## src/rtl/gbs_pkg.sv

```systemverilog
package gbs_pkg;
    localparam int BUS_W = 8;

    // Host control pins after synchronization, all at their pin polarity
    typedef struct packed {
        logic cs_n;
        logic sel;
        logic wr_n;
        logic rd_n;
    } strobe_t;

    localparam int STROBE_W = $bits(strobe_t);
endpackage

```

## src/rtl/gbs_sync.sv

```systemverilog
// gbs_sync: multi-stage flop chain per bit that brings asynchronous host pins
// into the core clock. Assumes multi-bit fields (the data byte) are held
// stable by the host around the strobe edge, so per-bit skew is harmless.
module gbs_sync #(
    parameter int          W      = 8,
    parameter int          STAGES = 2,
    parameter logic [W-1:0] RST_VAL = '0
) (
    input  logic         clk,
    input  logic         rst_n,
    input  logic [W-1:0] d,
    output logic [W-1:0] q
);
    logic [W-1:0] chain [STAGES];

    genvar s;
    generate
        for (s = 0; s < STAGES; s++) begin : g_stage
            // Shift one stage of the synchronizer chain
            always_ff @(posedge clk) begin
                if (!rst_n) chain[s] <= RST_VAL;
                else if (s == 0) chain[s] <= d;
                else chain[s] <= chain[(s == 0) ? 0 : s-1];
            end
        end
    endgenerate

    assign q = chain[STAGES-1];
endmodule

```

## src/rtl/gbs_strobe_ctrl.sv

```systemverilog
// gbs_strobe_ctrl: detects falling read/write strobes while chip select is low
// and runs the ready handshake. Assumes its inputs are already synchronized.
// Write has priority if both strobes fall in the same cycle.
module gbs_strobe_ctrl
    import gbs_pkg::*;
(
    input  logic    clk,
    input  logic    rst_n,
    input  strobe_t pins,
    output logic    wr_evt,
    output logic    rd_evt,
    output logic    rdy_q
);
    logic wr_prev, rd_prev;

    // Remember the previous strobe levels for edge detection
    always_ff @(posedge clk) begin
        if (!rst_n) begin
            wr_prev <= 1'b1;
            rd_prev <= 1'b1;
        end else begin
            wr_prev <= pins.wr_n;
            rd_prev <= pins.rd_n;
        end
    end

    // Falling edges count only while the chip is selected
    always_comb begin
        wr_evt = wr_prev && !pins.wr_n && !pins.cs_n;
        rd_evt = rd_prev && !pins.rd_n && !pins.cs_n && !wr_evt;
    end

    // Ready goes active on commit and drops once both strobes are released
    always_ff @(posedge clk) begin
        if (!rst_n) rdy_q <= 1'b0;
        else if (wr_evt || rd_evt) rdy_q <= 1'b1;
        else if (pins.wr_n && pins.rd_n) rdy_q <= 1'b0;
    end
endmodule

```

## src/rtl/gbs_read_mux.sv

```systemverilog
// gbs_read_mux: chooses the byte returned to the host. Index-phase reads give
// back the latched index, the revision index gives a constant, and all other
// data-phase reads take the core's register data.
module gbs_read_mux #(
    parameter int             W        = 8,
    parameter logic [W-1:0]   REV_IDX  = 8'h0F,
    parameter logic [W-1:0]   REVISION = 8'h3C
) (
    input  logic         idx_phase,
    input  logic [W-1:0] idx,
    input  logic [W-1:0] core_rdata,
    output logic         local_hit,
    output logic [W-1:0] value
);
    // Pick the source of the read byte
    always_comb begin
        local_hit = idx_phase || (idx == REV_IDX);
        if (idx_phase)             value = idx;
        else if (idx == REV_IDX)   value = REVISION;
        else                       value = core_rdata;
    end
endmodule

```

## src/rtl/gpio_reg_bus_slave.sv

```systemverilog
// gpio_reg_bus_slave: register slave behind a byte-wide bus that carries both
// index and data, selected by bus_sel. Host pins are synchronized, strobes act
// on their falling edge while selected, and bus_rdy_n completes the handshake.
// Assumes the host holds bus_din and bus_sel stable while a strobe is low.
module gpio_reg_bus_slave
    import gbs_pkg::*;
#(
    parameter int               SYNC_STAGES = 2,
    parameter logic [BUS_W-1:0] REV_IDX     = 8'h0F,
    parameter logic [BUS_W-1:0] REVISION    = 8'h3C
) (
    input  logic             clk,
    input  logic             rst_n,
    input  logic             bus_cs_n,
    input  logic             bus_sel,
    input  logic             bus_wr_n,
    input  logic             bus_rd_n,
    input  logic [BUS_W-1:0] bus_din,
    output logic [BUS_W-1:0] bus_dout,
    output logic             bus_oe,
    output logic             bus_rdy_n,
    output logic             bus_irq_n,
    input  logic             irq_req,
    output logic [BUS_W-1:0] reg_idx,
    output logic [BUS_W-1:0] reg_wdata,
    output logic             reg_we,
    output logic             reg_re,
    input  logic [BUS_W-1:0] reg_rdata
);
    localparam int SYNC_W = STROBE_W + BUS_W;
    localparam logic [SYNC_W-1:0] SYNC_RST = {4'b1011, {BUS_W{1'b0}}};

    strobe_t          pins_s;
    logic [BUS_W-1:0] din_s;
    logic             wr_evt, rd_evt, rdy_q;
    logic             local_hit;
    logic [BUS_W-1:0] rd_value;
    logic [BUS_W-1:0] idx_q, rdata_q;
    logic             irq_q;

    gbs_sync #(.W(SYNC_W), .STAGES(SYNC_STAGES), .RST_VAL(SYNC_RST)) u_sync (
        .clk   (clk),
        .rst_n (rst_n),
        .d     ({bus_cs_n, bus_sel, bus_wr_n, bus_rd_n, bus_din}),
        .q     ({pins_s, din_s})
    );

    gbs_strobe_ctrl u_ctrl (
        .clk    (clk),
        .rst_n  (rst_n),
        .pins   (pins_s),
        .wr_evt (wr_evt),
        .rd_evt (rd_evt),
        .rdy_q  (rdy_q)
    );

    gbs_read_mux #(.W(BUS_W), .REV_IDX(REV_IDX), .REVISION(REVISION)) u_rmux (
        .idx_phase  (pins_s.sel),
        .idx        (idx_q),
        .core_rdata (reg_rdata),
        .local_hit  (local_hit),
        .value      (rd_value)
    );

    // Latch the register index during index-phase writes
    always_ff @(posedge clk) begin
        if (!rst_n) idx_q <= '0;
        else if (wr_evt && pins_s.sel) idx_q <= din_s;
    end

    // Hold the read byte for the host once a read strobe is accepted
    always_ff @(posedge clk) begin
        if (!rst_n) rdata_q <= '0;
        else if (rd_evt) rdata_q <= rd_value;
    end

    // Register the interrupt request toward the host pin
    always_ff @(posedge clk) begin
        if (!rst_n) irq_q <= 1'b0;
        else irq_q <= irq_req;
    end

    // Drive the register port and host-side outputs
    always_comb begin
        reg_idx   = idx_q;
        reg_wdata = din_s;
        reg_we    = wr_evt && !pins_s.sel;
        reg_re    = rd_evt && !local_hit;
        bus_dout  = rdata_q;
        bus_oe    = !bus_cs_n && !bus_rd_n;
        bus_rdy_n = !rdy_q;
        bus_irq_n = !irq_q;
    end
endmodule

```

## config.mk

```make
export PLATFORM = sky130hd
export DESIGN_NAME = gpio_reg_bus_slave
export DESIGN_NICKNAME = d
export VERILOG_FILES = /design/src/rtl/gbs_pkg.sv /design/src/rtl/gbs_sync.sv /design/src/rtl/gbs_strobe_ctrl.sv /design/src/rtl/gbs_read_mux.sv /design/src/rtl/gpio_reg_bus_slave.sv
export SDC_FILE = /design/constraint.sdc
export NUM_CORES = 1
export LEC_CHECK = 0
export BUFFER_PORTS_ARGS = -buffer_cell sky130_fd_sc_hd__buf_2
export CAP_MARGIN = 20
export CORE_MARGIN = 3
export CORE_UTILIZATION = 25
export CTS_CLUSTER_SIZE = 40
export DETAILED_ROUTE_END_ITERATION = 12
export PLACE_DENSITY = 0.53
export SLEW_MARGIN = 10
export SYNTH_ARGS = -nofsm -noshare
export SYNTH_HDL_FRONTEND = slang
export SYNTH_SLANG_ARGS = --single-unit
```

## constraint.sdc

```tcl
create_clock -name clk -period 4.3 [get_ports clk]
set_clock_uncertainty 0.15 [all_clocks]
set_input_delay 0.43 -clock clk [delete_from_list [all_inputs] [get_ports clk]]
set_output_delay 0.43 -clock clk [all_outputs]
set_load 0.005 [all_outputs]
```

### Yosys cells after proc, flatten, opt, wreduce, memory -nomap -nowiden

Memory sizes are Yosys's and may differ from the RTL's.
Index checks and enable logic that the tools add are counted.

| word-level totals | value |
|---|---|
| bits in writable memories | 24 |
| flip-flop bits (word level) | 20 |
| logic and storage cells | 41 |
| input bits | 23 |
| memories | 1 |
| output and inout port bits | 29 |

Memory list:

| memory | depth | width | read ports | clocked after Yosys merged registers in | wr ports | RTL line | text |
|---|---|---|---|---|---|---|---|
| u_sync.chain | 2 | 12 | 2 | 0 | 2 | gbs_sync.sv:14 | `logic [W-1:0] chain [STAGES];` |

| cells by class | value |
|---|---|
| equal/unequal tests | 1 |
| bitwise operators | 2 |
| reduce and logical (&&, ||, !) cells | 23 |
| multiplexer cells | 8 |

Operator list:

| cell | number |
|---|---|
| $mux 12 | 2 |
| $mux 8 | 2 |
| $logic_and 1x1->1 | 10 |
| $logic_not 1->1 | 10 |
| $eq 8x4->1 const B | 1 |
| $mux 1 | 4 |
| $logic_or 1x1->1 | 2 |
| $or 1x1->1 | 2 |
| $reduce_bool 2->1 | 1 |

### Longest topological paths before layout

Gate-level depths: netlist of run 1.

| logic depth | value |
|---|---|
| depth after elaboration | 7 |
| mapped depth | 5 |
| gate-level depth less buffers | 4 |

### Cells and area by module

From an unflattened synthesis of run 1, not the netlist that was laid out.

| unflattened totals | value |
|---|---|
| cells, all modules | 158 |
| area total of the unflattened synthesis | 1644.1 µm² |

Modules (own cells, without submodules):

| module | cells an instance | sequential area each (µm²) | instances | area each (µm²) |
|---|---|---|---|---|
| gpio_reg_bus_slave | 71 | 340.3 | 1 | 714.4 |
| gbs_sync | 50 | 480.5 | 1 | 644.4 |
| gbs_read_mux | 25 | 0.0 | 1 | 168.9 |
| gbs_strobe_ctrl | 12 | 60.1 | 1 | 116.4 |

### Worst setup path after synthesis of run 1

Ideal clock, no wire load.

| timing | value |
|---|---|
| path kind | reg2out |
| start point | register idx_q[4] (netlist: reg_idx[4]) |
| end point | output reg_re |
| path buffers | 0 |
| setup slack | 2.521 ns |
| arrival time | 1.199 ns |
| required time | 3.720 ns |
| cell stages (with the launch flop) | 4 |
| cells stage by stage | dfxtp_1 > or4b_1 > o21ai_4 > inv_1 |

| on the way | value |
|---|---|
| word-level cells in the longest chain between the ends | 4 |

Ends and longest elaborated chain:

| what | RTL line | text |
|---|---|---|
| start: declaration | gpio_reg_bus_slave.sv:38 | `logic [BUS_W-1:0] idx_q, rdata_q;` |
| start signal: assignment | gpio_reg_bus_slave.sv:68 | `else if (wr_evt && pins_s.sel) idx_q <= din_s;` |
| $eq 8x4->1 | gbs_read_mux.sv:17 | `local_hit = idx_phase \|\| (idx == REV_IDX);` |
| $logic_or 1x1->1 | gbs_read_mux.sv:17 |  |
| $logic_not 1->1 | gpio_reg_bus_slave.sv:88 | `reg_re = rd_evt && !local_hit;` |
| $logic_and 1x1->1 | gpio_reg_bus_slave.sv:88 |  |
| end: declaration | gpio_reg_bus_slave.sv:27 | `output logic reg_re,` |

Every way passes these cells.

### Worst setup path after layout of run 1

Ends and elaborated chain as after synthesis.

==> results of run 1 <==
## routing by layer
layer  global-route usage  up-vias  share of wire
met1                0.107      459           0.45
met4               0.0432        0          0.018
met2                0.157       32           0.47
met3               0.0334        8          0.062
met5                    0        -              0
li1                     -      564              -
## cell usage in the layout (no fill, tap or decap), types with 2 or more instances in the layout
cell type and n:
dfxtp_1 44, o22ai_1 4, and2_1 23, inv_1 4, o211a_1 4, mux2i_1 12, mux2_2 4, clkbuf_1 2
buf_2 51, nand2_1 5, nand2b_1 13, nor2_1 10, a21oi_1 2, clkbuf_8 6
## flip-flops by register name (all words and copies together), names as in the netlist
register        count
bus_dout            8
irq_q               1
reg_idx             8
u_ctrl.rd_prev      1
u_ctrl.rdy_q        1
u_ctrl.wr_prev      1
u_sync.chain       24
## power groups by stage
stage	sequential (mW)	clock [mW]	combinational, mW
floorplan	0.433	0	0.0192
global route	0.427	0.284	0.0420
finish	0.425	0.259	0.0365
detailed placement	0.435	0	0.0375
global placement	0.435	0	0.0373
CTS	0.425	0.272	0.0376
## cell usage after synthesis (all sizes together)
library cell  instances  area share
o211a                 4       0.026
nor2b                 1      0.0041
mux2i                12       0.078
nor3b                 1      0.0049
nor3                  2       0.014
o21ai                 1       0.011
mux2                  4       0.029
and2                 23       0.093
nand4b                1      0.0057
nand2b               14       0.062
nand2                 5       0.012
or4b                  1      0.0065
clkbuf                4      0.0098
dfxtp                44        0.57
inv                   4      0.0098
a21oi                 2      0.0065
nor2                 10       0.024
o22ai                 4       0.016
buf                   2      0.0065
nor4                  1      0.0081
## path summary, 6_finish.rpt
kind	end	cells after the start	slack, ns	startpoint
setup reg to reg	bus_dout[3]	4	2.63	u_ctrl.wr_prev
hold / removal	u_sync.chain[0][9]	2	0.17	bus_wr_n
hold reg to reg	u_sync.chain[1][11]	1	0.25	u_sync.chain[0][11]
setup / recovery	reg_re	4	2.03	reg_idx[4]
## area by class of cell
cell class / count / area (sq um) / area share
Clock buffer: 8 / 90.1 / 0.0460
Inverter: 4 / 15.0 / 0.00767
Sequential cell: 44 / 881 / 0.450
Multi-Input combinational cell: 86 / 618 / 0.316
Timing Repair Buffer: 52 / 263 / 0.134
Tap cell: 72 / 90.1 / 0.0460
## cell families (layout without fill, tap and decap cells)
kind of cell | count (synthesis) | count (layout) | share of synthesized area
and+or+nand+nor | 59 | 59 | 0.235
AOI/OAI and AO/OA | 11 | 11 | 0.0594
muxes | 16 | 16 | 0.107
buffers and inverters | 10 | 64 | 0.0260
DFF | 44 | 44 | 0.572
## stage by stage
step | area (sq um) | worst slack [ns] | total power, mW | util
floorplan | 1540 | 2.52 | 0.452 | -
global placement | 1870 | 2.35 | 0.472 | 0.325
detailed placement | 1870 | 2.34 | 0.472 | 0.325
CTS | 1960 | 2.01 | 0.735 | 0.341
global route | 1960 | 1.94 | 0.753 | 0.341
finish | 1960 | 2.03 | 0.721 | 0.341
==> impl_metrics.tcl, run 1 <==
set metrics [dict create \
    fmax_ghz 0.441 \
    numClockSinks 44 \
    antennaDiodeCount 0 \
    synth_cell_types 22 \
    cp_slowest_cell "or4b_1" \
    tightest_slew_ns 0.528 \
    p_int_mw 0.570 \
    avgRoutedWirePerCell_microns 12.0 \
    cts_root_buf "clkbuf_8" \
    fin_crit_sh 0.527 \
    crit_chain "or4b_1 -> o21ai_4 -> inv_1 -> buf_2" \
    cts.htree.levels 2 \
    hold_class "input port to flip-flop" \
    clock_path_buffers 2 \
    vias_per_cell 4.00 \
    fin_cells 266 \
    die_w_microns 84.5 \
    yosysSeqAreaShare 0.572 \
    cp-end-kind "output port" \
    cts_setup_buffers 0 \
    fin_crit_ns 2.27 \
    grt_max_degree 37 \
    cts_tree "done" \
    grt_pass1_vias 1056 \
    slew_viol_final 0 \
    fp.coreArea_sq_um 5740 \
    fin_hold_ws_ns 0.173 \
    fin_nets 216 \
    rsz0062_at_grt "false" \
    die-area_sq_um 7130 \
    syn_area_per_cell_sq_um 11.0 \
    pwr-share-clk 0.360 \
    cp_max_fo 9 \
    maxSlewHeadroom 0.648 \
    cellLeakagePower_nw 0.890 \
    worstPathArrival_ns 1.69 \
    dpl.cell_count 258 \
    io_pins 52 \
    ctsResizeCount 0 \
    outcome "finished, final reports clean" \
    synth_warnings 0 \
    syn_nets 163 \
    vias 1063 \
    critical_path.max_stage_delay_ns 0.57 \
    overflow 0 \
    path_clk_slew_ns 0.08 \
    pwr-share-comb 0.051 \
    crit_family "simple AND/OR/NAND/NOR gates" \
    peakVddDrop_v 0.000145 \
    antenna_found_initial 0 \
    row_count 27 \
    switching_share 0.209 \
    fin_tns_setup_ns 0 \
    critPathKind "flip-flop to output port" \
    die_h_microns 84.5 \
    power_density_nw_per_um2 368 \
    ant_nets 0 \
    fillCellCount 633 \
    routed_wl_microns 3190 \
    grt_usage 0.0937 \
    final-setup-viol-count 0 \
    power.share.sequential 0.590 \
    switchingPower_mw 0.151 \
    startpoint_type "flip-flop" \
    syn_inst 140 \
    area_growth_pct 27.2 \
    portBuffers 51 \
    required_ns 3.72 \
    initial_core_util 0.268 \
    synth_seq_cells 44 \
    crit_buf_inv 2 \
    route.detailed.drc 0 \
    numCtsBuffers 5 \
    finalHoldViolations 0 \
    drt_pre_antenna_iters 4 \
    cts_hold_buf 0 \
    syn_area_sq_um 1540 \
    place.gp.congestion 0.685 \
    hpwl_microns 2410 \
    grt_pass1_wl_microns 5200 \
    cap_viol_max_count 0 \
    clk_latency_ns 0.29 \
    first_iter_violations 28 \
    drive_above_1_share 0.340 \
]
Power figures use the tool's default switching activity.
==> run 2, diff against run 1 <==
Settings changed: PLACE_DENSITY 0.53 to 0.55.
Clock period 4.3 ns to 2.04 ns, I/O delays scaled along.
==> run 2 against run 1 <==
Against the previous run:
- global-route usage increased by 0.11 points
- core utilization grew 2.7 points
- register-to-register slack worse by 2.3 ns
- clock-buffer cell count unchanged
- sequential power increased by 110%
- hold slack lost 0.16 ns
==> impl_metrics.tcl, run 2 (synthesis gave the netlist of run 1 again) <==
set metrics [dict create \
    area_growth_pct 37.2 \
    fin_crit_ns 1.92 \
    routed_wl_microns 3250 \
    power.share.sequential 0.582 \
    die-area_sq_um 7130 \
    fin_nets 232 \
    grt_usage 0.0948 \
    fp.coreArea_sq_um 5740 \
    switchingPower_mw 0.320 \
    dpl.cell_count 259 \
    startpoint_type "flip-flop" \
    maxSlewHeadroom 0.687 \
    cp-end-kind "output port" \
    overflow 0 \
    fin_crit_sh 0.941 \
    drt_pre_antenna_iters 4 \
    cap_viol_max_count 0 \
    switching_share 0.208 \
    cts_root_buf "clkbuf_8" \
    tightest_slew_ns 0.469 \
    final_cell_mix "buf_2, dfxtp_1, and2_1" \
    hpwl_microns 2400 \
    portBuffers 51 \
    largest-register "u_sync.chain" \
    p_int_mw 1.22 \
    worstPathArrival_ns 1.56 \
    crit_buf_inv 2 \
    peakVddDrop_v 0.000345 \
    route.detailed.drc 0 \
    power_density_nw_per_um2 729 \
    cp_max_fo 4 \
    hold_class "input port to flip-flop" \
    die_w_microns 84.5 \
    rsz0062_at_grt "false" \
    cellLeakagePower_nw 0.957 \
    pwr-share-comb 0.064 \
    first_iter_violations 18 \
    ant_nets 0 \
    avgRoutedWirePerCell_microns 11.5 \
    path_clk_slew_ns 0.08 \
    fin_tns_setup_ns 0 \
    critical_path.max_stage_delay_ns 0.57 \
    final-setup-viol-count 0 \
    cts.htree.levels 2 \
    fmax_ghz 0.521 \
    numClockSinks 44 \
    numCtsBuffers 5 \
    pwr-share-clk 0.354 \
    critPathKind "flip-flop to output port" \
    cp_slowest_cell "or4b_1" \
    finalHoldViolations 0 \
    grt_pass1_vias 1100 \
    antennaDiodeCount 0 \
    row_count 27 \
    reg2reg_setup_slack_ns 0.36 \
    final_common_cell "buf_2" \
    crit_chain "or4b_1 -> o21ai_4 -> inv_1 -> buf_2" \
    fin_util 0.368 \
    fin_hold_ws_ns 0.0115 \
    drive_above_1_share 0.324 \
    ctsResizeCount 0 \
    required_ns 1.69 \
    outcome "finished, final reports clean" \
    io_pins 52 \
    vias 1117 \
    grt_max_degree 24 \
    slew_viol_final 0 \
    fin_cells 282 \
    clock_path_buffers 2 \
    initial_core_util 0.268 \
    die_h_microns 84.5 \
    antenna_found_initial 0 \
    largest_reg_flops 24 \
    crit_family "simple AND/OR/NAND/NOR gates" \
    grt_pass1_wl_microns 5290 \
    cts_tree "done" \
    clk_latency_ns 0.29 \
    place.gp.congestion 0.717 \
    vias_per_cell 3.96 \
]
-- run 2: cell count changes in the layout (fill, tap and decap cells not counted), sizes merged --
cell | previous run | this run
buf | 52 | 54
dlygate4sd3 | 0 | 14
-- run 2: power groups by stage --
stage | Combinational, mW | Sequential [mW] | Clock [mW]
after floorplan | 0.0405 | 0.913 | 0
after global placement | 0.0800 | 0.917 | 0
after detailed placement | 0.0799 | 0.916 | 0
after CTS | 0.100 | 0.896 | 0.578
after global routing | 0.112 | 0.899 | 0.611
final | 0.0991 | 0.896 | 0.545
-- run 2: area by class of cell --
cell class	count	area [sq um]
clock buffer	8	90.1
fill	604	3630
inverter	4	15.0
multi-input combinational	86	618
sequential	44	881
tap	72	90.1
timing repair buffer	68	418
-- run 2: layer usage --
metal / vias to the layer above / global-route usage / part of all wire
met3: 8 / 0.0304 / 0.064
met4: 0 / 0.0432 / 0.018
li1: 597 / - / -
met1: 475 / 0.111 / 0.45
met2: 37 / 0.158 / 0.46
met5: - / 0 / 0
-- run 2: through the flow --
| stage | worst slack (ns) | power [mW] | instance area, sq um |
|---|---|---|---|
| global placement | 0.322 | 0.996 | 1870 |
| detailed placement | 0.314 | 0.996 | 1870 |
| finish | 0.121 | 1.54 | 2110 |
| CTS | 0.0158 | 1.57 | 2100 |
| floorplan | 0.487 | 0.954 | 1540 |
| global route | 0.0239 | 1.62 | 2110 |
-- run 2: what timing repair did --
action                                 in CTS  in global routing
buffers inserted                            0                  1
setup endpoints to repair                   1                  1
endpoints found under the hold margin      14                  0
hold buffers                               14                  0
pin swaps                                   1                  1
-- run 2: worst reg2reg max path: stages, from the launching register on --
cell and delay (ns):
dfxtp_1 0.37, nor2b_1 0.11, nor3_4 0.43, mux2_2 0.39, o211a_1 0.12
-- run 2: worst paths after layout --
path / startpoint / to / cells after the start
max reg2reg: u_sync.chain[1][9] / bus_dout[4] / 4
max: reg_idx[4] / reg_re / 4
min: reg_rdata[5] / bus_dout[5] / 2
min reg2reg: u_sync.chain[0][9] / u_sync.chain[1][9] / 1
==> run 3, diff against run 2 <==
Settings changed: SYNTH_HIERARCHICAL set to 1.
==> run 3 against run 2 <==
Against the previous run:
- combinational power is 14% higher
- die area increased by 6.3%
- first-iteration DRC count rose to 2.8 times the previous value
- design area up 4.5%
- critical path depth is 1 higher
- via count up 9.0%
- flip-flop and latch count did not move
- total power up 10%
- hold slack gained 0.18 ns
- non-clock buffer count shrank 1
==> impl_metrics.tcl, run 3 <==
set metrics [dict create \
    outcome "finished, final reports clean" \
    portBuffers 51 \
    grt_pass1_wl_microns 5410 \
    cp-end-kind "output port" \
    fin_crit_ns 1.79 \
    fillCellCount 635 \
    route.detailed.drc 0 \
    vias 1218 \
    final_common_cell "buf_2" \
    pre_cts_slack_ns 0.428 \
    syn_inst 158 \
    fin_util 0.360 \
    finalHoldViolations 0 \
    ys.flop_type "dfxtp_1" \
    antenna_found_initial 0 \
    setup_ws_ns 0.250 \
    clk_latency_ns 0.29 \
    cts.htree.levels 2 \
    place.gp.congestion 0.689 \
    synth_edf_count 0 \
    critPathKind "flip-flop to output port" \
    numCtsBuffers 5 \
    largest-register "u_sync/chain" \
    numClockSinks 44 \
    final-setup-viol-count 0 \
    grt_pass1_vias 1132 \
    power_density_nw_per_um2 771 \
    cp_max_fo 9 \
    critical_path.max_stage_delay_ns 0.34 \
    synthTopCellsByCount "dfxtp_1, and2_1, nor2b_1" \
    io_pins 52 \
    synth_warnings 6 \
    syn_nets 181 \
    tightest_slew_ns 0.647 \
    syn_area_per_cell_sq_um 10.4 \
    rsz0062_at_grt "false" \
    fin_crit_sh 0.877 \
    hold_class "input port to flip-flop" \
    drt_pre_antenna_iters 4 \
    die_h_microns 87.1 \
    synthArstFlopShare 0 \
    yosysSeqAreaShare 0.536 \
    slew_viol_final 0 \
    area_growth_pct 34.2 \
    final_cell_mix "buf_2, dfxtp_1, and2_1" \
    peakVddDrop_v 0.000388 \
    cts_tree "done" \
    drive_above_1_share 0.336 \
    initial_core_util 0.268 \
    worstPathArrival_ns 1.44 \
    maxSlewHeadroom 0.569 \
    row_count 28 \
    overflow 0 \
    synth.most_common_cell "dfxtp_1" \
    netlist.area_leader.share 0.536 \
    cp_slowest_cell "dfxtp_1" \
    grt_max_degree 44 \
    fp.coreArea_sq_um 6130 \
    clock_path_buffers 2 \
    cts_setup_buffers 0 \
    vias_per_cell 4.09 \
    die_w_microns 87.1 \
    synth.area.top_cells "dfxtp_1, and2_1, nor2b_1" \
    routed_wl_microns 3340 \
    antennaDiodeCount 0 \
    fmax_ghz 0.559 \
    cts_root_buf "clkbuf_8" \
    required_ns 1.69 \
    fin_nets 245 \
    synth_cell_types 24 \
    fin_tns_setup_ns 0 \
    syn_area_sq_um 1640 \
    cap_viol_max_count 0 \
    first_iter_violations 50 \
    avgRoutedWirePerCell_microns 11.2 \
    die-area_sq_um 7590 \
    fin_hold_ws_ns 0.195 \
    synth_seq_cells 44 \
    ant_nets 0 \
    largest_reg_flops 24 \
    path_clk_slew_ns 0.08 \
    cellLeakagePower_nw 0.979 \
    crit_chain "nand2b_1 -> nor3b_2 -> buf_4 -> nor2b_1 -> buf_2" \
    startpoint_type "flip-flop" \
    grt_usage 0.0930 \
    yosys.area.top_type "dfxtp_1" \
]
-- run 3: cell count changes in the layout (fill, tap and decap cells not counted), sizes merged, moves of 3 or more --
cell,before,now
or2b,0,3
o21ai,1,8
and2,23,20
nor2,10,7
mux2i,12,8
nand4,0,9
nor2b,1,17
o211a,4,0
mux2,4,0
a22o,0,4
nand2b,14,8
o22ai,4,0
a21oi,2,5
nand2,5,8
-- run 3: final cells by class --
type	count	area, sq um	share of cell area
Sequential cell	44	881	0.399
Multi-Input combinational cell	102	696	0.315
Tap cell	75	93.8	0.0425
Clock buffer	6	82.6	0.0374
Timing Repair Buffer	67	408	0.185
Clock inverter	2	38.8	0.0176
Inverter	2	7.51	0.00340
-- run 3: critical path, delay by kind of cell (launching register included) --
| family | cells | cell delay [ns] |
|---|---|---|
| buffers and inverters | 2 | 0.33 |
| DFF | 1 | 0.34 |
| and+or+nand+nor | 3 | 0.46 |
-- run 3: per-stage QoR --
| stage | area, sq um | total power, mW | std cells |
|---|---|---|---|
| floorplan | 1640 | 0.968 | 158 |
| global placement | 1950 | 1.01 | 277 |
| CTS | 2200 | 1.73 | 298 |
| finish | 2210 | 1.70 | 298 |
| global route | 2210 | 1.78 | 298 |
| detailed placement | 1950 | 1.01 | 277 |
-- run 3: worst paths after layout --
check	end	cells after the start	slack, ns	from
worst max-delay path	reg_re	5	0.25	u_sync/chain[1][9]
worst min-delay path	bus_dout[4]	5	0.19	reg_rdata[4]
worst max register to register	bus_dout[6]	5	0.53	reg_idx[6]
worst min register to register	u_sync/chain[1][11]	1	0.26	u_sync/chain[0][11]
-- run 3: per-layer routing --
layer,vias up,routed length (microns),GRT usage,part of all wire
met5,-,0,0,0
met4,0,48,0.0418,0.014
met3,7,275,0.0341,0.082
met1,516,1600,0.116,0.48
li1,651,-,-,-
met2,44,1410,0.143,0.42
-- run 3: timing repair --
action,CTS,global route
hold endpoints to repair,13,0
setup endpoints to repair,0,1
hold buffers,13,0
resized for setup,0,1
-- run 3: logic make-up (layout without fill, tap and decap cells) --
family | count (synthesis) | in the layout | synth area share
multiplexers | 8 | 8 | 0.0487
buffers and inverters | 12 | 77 | 0.0457
AND/OR/NAND/NOR | 75 | 75 | 0.282
flip-flops | 44 | 44 | 0.536
AO/OA/AOI/OAI | 19 | 19 | 0.0883
-- run 3: where the power goes --
part / internal (mW) / switching, mW / total [mW]
clock network: 0.400 / 0.296 / 0.696
logic: 0.0681 / 0.0448 / 0.113
registers: 0.883 / 0.00859 / 0.892
